<file path="src/rtl/irqg_pkg.sv">
package irqg_pkg;
    localparam int NSRC        = 18;
    localparam int IDX_W       = 5;
    localparam int DW          = 8;
    localparam int AW          = 4;
    localparam int NGRP        = 8;
    localparam int EVW         = 8;
    localparam int GRP_BASE    = NSRC - NGRP;
    localparam int SHARED_SRC  = 3;
    localparam int SRC_PER_EN  = 6;
    localparam int N_EN_REG    = NSRC / SRC_PER_EN;
    localparam int A_FL0       = 3;
    localparam int N_FL_REG    = (NSRC + DW - 1) / DW;
    localparam int A_MSK       = 8;
    localparam int GLB_BIT     = DW - 1;

    typedef enum logic {
        ST_IDLE,
        ST_OFFER
    } offer_st_t;
endpackage

</file>
<file path="src/rtl/irqg_regs.sv">
module irqg_regs
    import irqg_pkg::*;
(
    input  logic                clk,
    input  logic                rst_n,
    input  logic                wr_en,
    input  logic [AW-1:0]       addr,
    input  logic [DW-1:0]       wdata,
    input  logic [NSRC-1:0]     flags,
    output logic [NSRC-1:0]     src_en,
    output logic                glb_en,
    output logic [NGRP*EVW-1:0] evt_mask,
    output logic [NSRC-1:0]     sw_clr,
    output logic [DW-1:0]       rd_data
);
    logic [NSRC-1:0]     en_q;
    logic                glb_q;
    logic [NGRP*EVW-1:0] msk_q;

    always_ff @(posedge clk) begin
        if (!rst_n) begin
            en_q  <= '0;
            glb_q <= 1'b0;
            msk_q <= '0;
        end else if (wr_en) begin
            if (int'(addr) < N_EN_REG) begin
                en_q[int'(addr)*SRC_PER_EN +: SRC_PER_EN] <= wdata[SRC_PER_EN-1:0];
                if (addr == '0) glb_q <= wdata[GLB_BIT];
            end else if (int'(addr) >= A_MSK) begin
                msk_q[(int'(addr)-A_MSK)*EVW +: EVW] <= wdata;
            end
        end
    end

    always_comb begin
        sw_clr = '0;
        if (wr_en && int'(addr) >= A_FL0 && int'(addr) < A_FL0 + N_FL_REG) begin
            for (int i = 0; i < NSRC; i++) begin
                if (i / DW == int'(addr) - A_FL0) sw_clr[i] = !wdata[i % DW];
            end
        end
    end

    always_comb begin
        rd_data = '0;
        if (int'(addr) < N_EN_REG) begin
            rd_data[SRC_PER_EN-1:0] = en_q[int'(addr)*SRC_PER_EN +: SRC_PER_EN];
            if (addr == '0) rd_data[GLB_BIT] = glb_q;
        end else if (int'(addr) < A_FL0 + N_FL_REG) begin
            for (int i = 0; i < NSRC; i++) begin
                if (i / DW == int'(addr) - A_FL0) rd_data[i % DW] = flags[i];
            end
        end else if (int'(addr) >= A_MSK) begin
            rd_data = msk_q[(int'(addr)-A_MSK)*EVW +: EVW];
        end
    end

    assign src_en   = en_q;
    assign glb_en   = glb_q;
    assign evt_mask = msk_q;
endmodule

</file>
<file path="src/rtl/irqg_combine.sv">
module irqg_combine
    import irqg_pkg::*;
(
    input  logic [GRP_BASE-1:0] src_line,
    input  logic                aud_req,
    input  logic [NGRP*EVW-1:0] grp_evt,
    input  logic [NGRP*EVW-1:0] evt_mask,
    output logic [NSRC-1:0]     src_req
);
    for (genvar i = 0; i < NSRC; i++) begin : g_src
        if (i >= GRP_BASE) begin : g_grp
            assign src_req[i] = |(grp_evt[(i-GRP_BASE)*EVW +: EVW] &
                                  evt_mask[(i-GRP_BASE)*EVW +: EVW]);
        end else if (i == SHARED_SRC) begin : g_shared
            assign src_req[i] = src_line[i] | aud_req;
        end else begin : g_line
            assign src_req[i] = src_line[i];
        end
    end
endmodule

</file>
<file path="src/rtl/irqg_flags.sv">
module irqg_flags
    import irqg_pkg::*;
(
    input  logic            clk,
    input  logic            rst_n,
    input  logic [NSRC-1:0] src_req,
    input  logic [NSRC-1:0] sw_clr,
    input  logic [NSRC-1:0] ack_clr,
    output logic [NSRC-1:0] flags
);
    logic [NSRC-1:0] req_prev;
    logic [NSRC-1:0] flag_q;

    always_ff @(posedge clk) begin
        if (!rst_n) begin
            req_prev <= '0;
            flag_q   <= '0;
        end else begin
            req_prev <= src_req;
            flag_q   <= (flag_q & ~sw_clr & ~ack_clr) | (src_req & ~req_prev);
        end
    end

    assign flags = flag_q;
endmodule

</file>
<file path="src/rtl/irqg_offer.sv">
module irqg_offer
    import irqg_pkg::*;
(
    input  logic             clk,
    input  logic             rst_n,
    input  logic [NSRC-1:0]  flags,
    input  logic [NSRC-1:0]  src_en,
    input  logic             glb_en,
    input  logic             irq_ack,
    output logic             irq_valid,
    output logic [IDX_W-1:0] irq_idx,
    output logic [NSRC-1:0]  ack_clr
);
    offer_st_t        state_q, state_d;
    logic [IDX_W-1:0] idx_q, idx_d;
    logic [NSRC-1:0]  pend;
    logic [IDX_W-1:0] win;
    logic             any;

    assign pend = flags & src_en & {NSRC{glb_en}};
    assign any  = |pend;

    always_comb begin
        win = '0;
        for (int i = NSRC - 1; i >= 0; i--) begin
            if (pend[i]) win = IDX_W'(i);
        end
    end

    always_comb begin
        state_d = state_q;
        idx_d   = idx_q;
        unique case (state_q)
            ST_IDLE: begin
                if (any) begin
                    state_d = ST_OFFER;
                    idx_d   = win;
                end
            end
            ST_OFFER: begin
                if (irq_ack || !pend[idx_q]) state_d = ST_IDLE;
            end
            default: state_d = ST_IDLE;
        endcase
    end

    always_ff @(posedge clk) begin
        if (!rst_n) begin
            state_q <= ST_IDLE;
            idx_q   <= '0;
        end else begin
            state_q <= state_d;
            idx_q   <= idx_d;
        end
    end

    always_comb begin
        irq_valid = (state_q == ST_OFFER);
        irq_idx   = idx_q;
        for (int i = 0; i < NSRC; i++) begin
            ack_clr[i] = irq_valid && irq_ack && (idx_q == IDX_W'(i));
        end
    end
endmodule

</file>
<file path="src/rtl/irq_gather.sv">
module irq_gather
    import irqg_pkg::*;
(
    input  logic                clk,
    input  logic                rst_n,
    input  logic [GRP_BASE-1:0] src_line_i,
    input  logic                aud_req_i,
    input  logic [NGRP*EVW-1:0] grp_evt_i,
    input  logic [AW-1:0]       reg_addr_i,
    input  logic                reg_wen_i,
    input  logic [DW-1:0]       reg_wdata_i,
    output logic [DW-1:0]       reg_rdata_o,
    input  logic                irq_ack_i,
    output logic                irq_valid_o,
    output logic [IDX_W-1:0]    irq_idx_o
);
    logic [NSRC-1:0]     flag_q;
    logic [NSRC-1:0]     src_en;
    logic                glb_en;
    logic [NGRP*EVW-1:0] evt_mask;
    logic [NSRC-1:0]     sw_clr;
    logic [NSRC-1:0]     ack_clr;
    logic [NSRC-1:0]     src_req;

    irqg_regs u_regs (
        .clk      (clk),
        .rst_n    (rst_n),
        .wr_en    (reg_wen_i),
        .addr     (reg_addr_i),
        .wdata    (reg_wdata_i),
        .flags    (flag_q),
        .src_en   (src_en),
        .glb_en   (glb_en),
        .evt_mask (evt_mask),
        .sw_clr   (sw_clr),
        .rd_data  (reg_rdata_o)
    );

    irqg_combine u_comb (
        .src_line (src_line_i),
        .aud_req  (aud_req_i),
        .grp_evt  (grp_evt_i),
        .evt_mask (evt_mask),
        .src_req  (src_req)
    );

    irqg_flags u_flags (
        .clk     (clk),
        .rst_n   (rst_n),
        .src_req (src_req),
        .sw_clr  (sw_clr),
        .ack_clr (ack_clr),
        .flags   (flag_q)
    );

    irqg_offer u_offer (
        .clk       (clk),
        .rst_n     (rst_n),
        .flags     (flag_q),
        .src_en    (src_en),
        .glb_en    (glb_en),
        .irq_ack   (irq_ack_i),
        .irq_valid (irq_valid_o),
        .irq_idx   (irq_idx_o),
        .ack_clr   (ack_clr)
    );
endmodule

</file>
<file path="config.mk">
export PLATFORM = sky130hd
export DESIGN_NAME = irq_gather
export DESIGN_NICKNAME = d
export VERILOG_FILES = /design/src/rtl/irqg_pkg.sv /design/src/rtl/irqg_regs.sv /design/src/rtl/irqg_combine.sv /design/src/rtl/irqg_flags.sv /design/src/rtl/irqg_offer.sv /design/src/rtl/irq_gather.sv
export SDC_FILE = /design/constraint.sdc
export NUM_CORES = 1
export LEC_CHECK = 0
export BUFFER_PORTS_ARGS = -buffer_cell sky130_fd_sc_hd__buf_2
export CAP_MARGIN = 40
export CORE_MARGIN = 1.5
export CORE_UTILIZATION = 59
export DETAILED_ROUTE_END_ITERATION = 8
export GPL_TIMING_DRIVEN = 0
export PLACE_DENSITY = 0.86
export SYNTH_ARGS = -nofsm -noshare
export SYNTH_HDL_FRONTEND = slang
export SYNTH_HIERARCHICAL = 1
export SYNTH_SLANG_ARGS = --single-unit
</file>
<file path="constraint.sdc">
create_clock -name clk -period 6.4 [get_ports clk]
set_input_delay 1.28 -clock clk [delete_from_list [all_inputs] [get_ports clk]]
set_output_delay 1.28 -clock clk [all_outputs]
set_load 0.005 [all_outputs]
</file>
==> flow_summary.ini <==
[run_status]
status = complete, no violations

[detailed_routing]
dr.pass1.iters = 6
antenna_left = 0
route.detailed.drc = 0
dr.first_iter.drc_count = 1008
via_per_inst = 6.735
vias = 8553
wl_per_cell_um = 21.54
wl_um = 27360

[finish]
multiInputGateArea_um2 = 5244
drive_above_1_share_pct = 19.01
n_fill_cell = 1007
nNetsFinal = 1193
fin_area_um2 = 9477
seq_area_um2 = 2502
antenna_cells = 0
syn_to_final_growth_pct = 16.09

[setup_path]
rrSetupSlack_ns = 4.52
setup.worst_path.start = reg_addr_i[1]
arrival_ns = 4.62
critPathRequiredTime_ns = 5.12
r2r_cells = 6
worstSetupEndpointType = primary output
path_max_fanout = 10
rr_endpoint = u_offer/irq_valid
rr_startpoint = u_offer/irq_idx[0]
startpoint_type = primary input
worst-setup-path-type = primary input to primary output

[logic_synthesis]
synth_compound_area_share_pct = 18.00
synth.mux.area_fraction_pct = 14.38
synth_cells = 970
netlist.top_cell.by_area = dfxtp_1
synthAdderAreaFrac_pct = 3.311
synthTopCellsByArea = dfxtp_1 (31%), mux2i_1 (7.5%), nand2_1 (5.6%), nor2_1 (5.6%), mux4_2 (5.0%)
ys.flop_type = dfxtp_1
synth_simple_gate_area_share_pct = 27.44
synth_seq_cells = 125
yosysTopAreaCellShare_pct = 30.66
syn-cell-area_um2 = 8163
ys_warn_count = 6
synth_edf_count = 0
ys_async_sr_fraction_pct = 0
synth_top_family_by_area = simple AND/OR/NAND/NOR gates
synth.distinct_cells = 77
syn_avg_cell_area_um2 = 8.415
ys_seq_area_share_pct = 30.66
syn_nets = 1082
synth_xor_xnor_area_share_pct = 1.104

[global_routing]
grt_max_degree = 17
grt_pass1_vias = 8005
antenna_found_initial = 0
grt_usage_pct = 37.58
grt_overflow_total = 0
grt_pass1_wl_um = 41980

[clocking]
htreeDepth = 4
numCtsBuffers = 17
cts_hold_buf = 0
clk_latency_ns = 0.42
cts_resized = 0
cts.sinks = 125
cts-root-buf = clkbuf_16
cts_tree = done
clk_pin_slew_ns = 0.06
postCtsSetupBuffers = 0
cts_buffer_depth = 2

[floorplanning]
die_y_um = 120.6
coreArea_um2 = 13350
die_x_um = 120.6
initial_core_util_pct = 61.15
rows = 42
io_pins = 105
dieArea_um2 = 14550

[sta]
period_share_pct = 92.16
period_minus_slack_ns = 5.898
fin_worst_skew_ns = 0.006801
hold_violations = 0
fmax_ghz = 0.1695
slew_headroom_pct = 40.92
tns_ns = 0
rsz0062_at_grt = no
tightest_slew_ns = 0.8815
slew_viol_final = 0
finalSetupViolations = 0

[hold_path]
min_path_cells = 2
holdPathEnd = u_regs/evt_mask[39]
hp-class = flip-flop to flip-flop
holdCritStartpoint = u_regs/evt_mask[39]

[placed_design]
dpl.hpwl_um = 20200
portBuffers = 91
gp_congestion = 0.9742
dpl-instance-area_um2 = 8845

[power]
power_density_nw_per_um2 = 223.0
vdd_drop_max_mv = 0.1628
power.leakage_nw = 3.676
p_total_mw = 2.113

[flow_run]
maxCapViolations = 0
## power breakdown
part | leakage, nW | internal, mW | switching [mW]
Sequential | 1.01 | 0.788 | 0.00980
Clock | 0.304 | 0.664 | 0.376
Combinational | 2.36 | 0.101 | 0.174
Total | 3.68 | 1.55 | 0.560
## flip-flops by register name (all words and copies together), names as in the netlist
register,cells
u_regs/evt_mask,64
u_flags/flags,18
u_flags/req_prev,18
u_regs/src_en,18
u_offer/irq_idx,5
u_offer/irq_valid,1
u_regs/glb_en,1
## worst max-delay path by stage
stage	end	slack [ns]	cells past startpoint
floorplan	u_regs/src_en[4]	1.37	16
global placement	u_regs/src_en[5]	0.40	17
detailed placement	u_regs/src_en[5]	0.25	17
CTS	reg_rdata_o[6]	0.61	13
global route	u_regs/src_en[0]	0.32	17
finish	reg_rdata_o[6]	0.50	13
## cells by family (layout without fill, tap and decap cells)
family	Yosys count	after routing
DFF	125	125
buffers and inverters	84	208
xor gates and xnor gates	7	7
muxes	89	89
adders and majority gates	21	21
AOI/OAI and AO/OA	204	204
and+or+nand+nor	440	440
## metrics by stage
stage,worst slack (ns),utilization (%),instances,hold slack (ns)
final,0.5018,71.00,1270,0.4776
after global routing,0.3153,71.00,1270,0.5131
after CTS,0.6096,71.00,1270,0.4758
after detailed placement,0.2533,66.26,1238,0.4679
after global placement,0.4020,66.22,1237,0.4553
after floorplan,1.366,-,970,0.4419
## cells in the mapped netlist, types with 3 or more instances
cell,n
a211o_1,3
a211oi_1,5
a21oi_1,45
a22o_1,13
a22oi_1,46
a311oi_1,5
a31oi_1,4
and2_1,11
and2_4,12
and3_1,4
and3b_1,4
buf_1,3
buf_2,13
buf_4,11
buf_6,6
clkbuf_1,30
clkinv_1,5
dfxtp_1,125
ha_1,20
inv_1,16
mux2_2,7
mux2i_1,61
mux4_1,3
mux4_2,18
nand2_1,122
nand2b_1,16
nand3_1,25
nand3b_1,3
nand4_1,13
nor2_1,122
nor2b_1,28
nor3_1,20
nor3b_1,22
nor4_1,8
o2111ai_1,9
o211ai_1,6
o21a_1,18
o21ai_0,18
o22ai_1,5
o2bb2ai_1,4
or2_2,4
or3_1,10
or4_1,3
## layout by cell type (no fill, tap or decap), types with 7 or more instances in the layout
cell type / instances
and2_1: 11
nor2b_1: 28
nor3b_1: 22
o21a_1: 18
clkbuf_1: 31
clkbuf_16: 17
nand4_1: 13
and2_4: 12
nand2b_1: 16
or3_1: 10
buf_4: 11
ha_1: 20
o2111ai_1: 9
buf_2: 105
nor3_1: 20
nand3_1: 25
a22oi_1: 46
a22o_1: 13
nand2_1: 122
mux2_2: 7
nor4_1: 8
mux2i_1: 61
mux4_2: 18
o21ai_0: 18
a21oi_1: 45
inv_1: 16
nor2_1: 122
dfxtp_1: 125
## worst max-delay path, cell delays in order
cell and delay (ns):
buf_2 0.14, buf_2 0.25, buf_2 0.29, buf_1 0.63, inv_1 0.31, ha_1 0.35, clkbuf_1 0.25, nor2b_1 0.15
clkbuf_1 0.31, a22o_1 0.21, a21oi_1 0.07, nor2_1 0.21, buf_2 0.15
## per-layer routing
layer / GRT usage (%) / up-vias / routed length (um)
li1: - / 3749 / -
met2: 59.73 / 707 / 12380
met5: 0 / - / 0
met4: 23.75 / 0 / 1707
met1: 47.07 / 3935 / 9977
met3: 6.792 / 162 / 3286
## area by class of cell
class	count	area share [%]
plain buffers	63	3.578
multi-input cells	761	55.33
well taps	176	2.324
clock buffers	19	4.674
flip-flops and latches	125	26.41
repair buffers	92	4.859
inverters	21	0.8318
clock inverters	13	1.994
(Power assumes the default switching activity.)
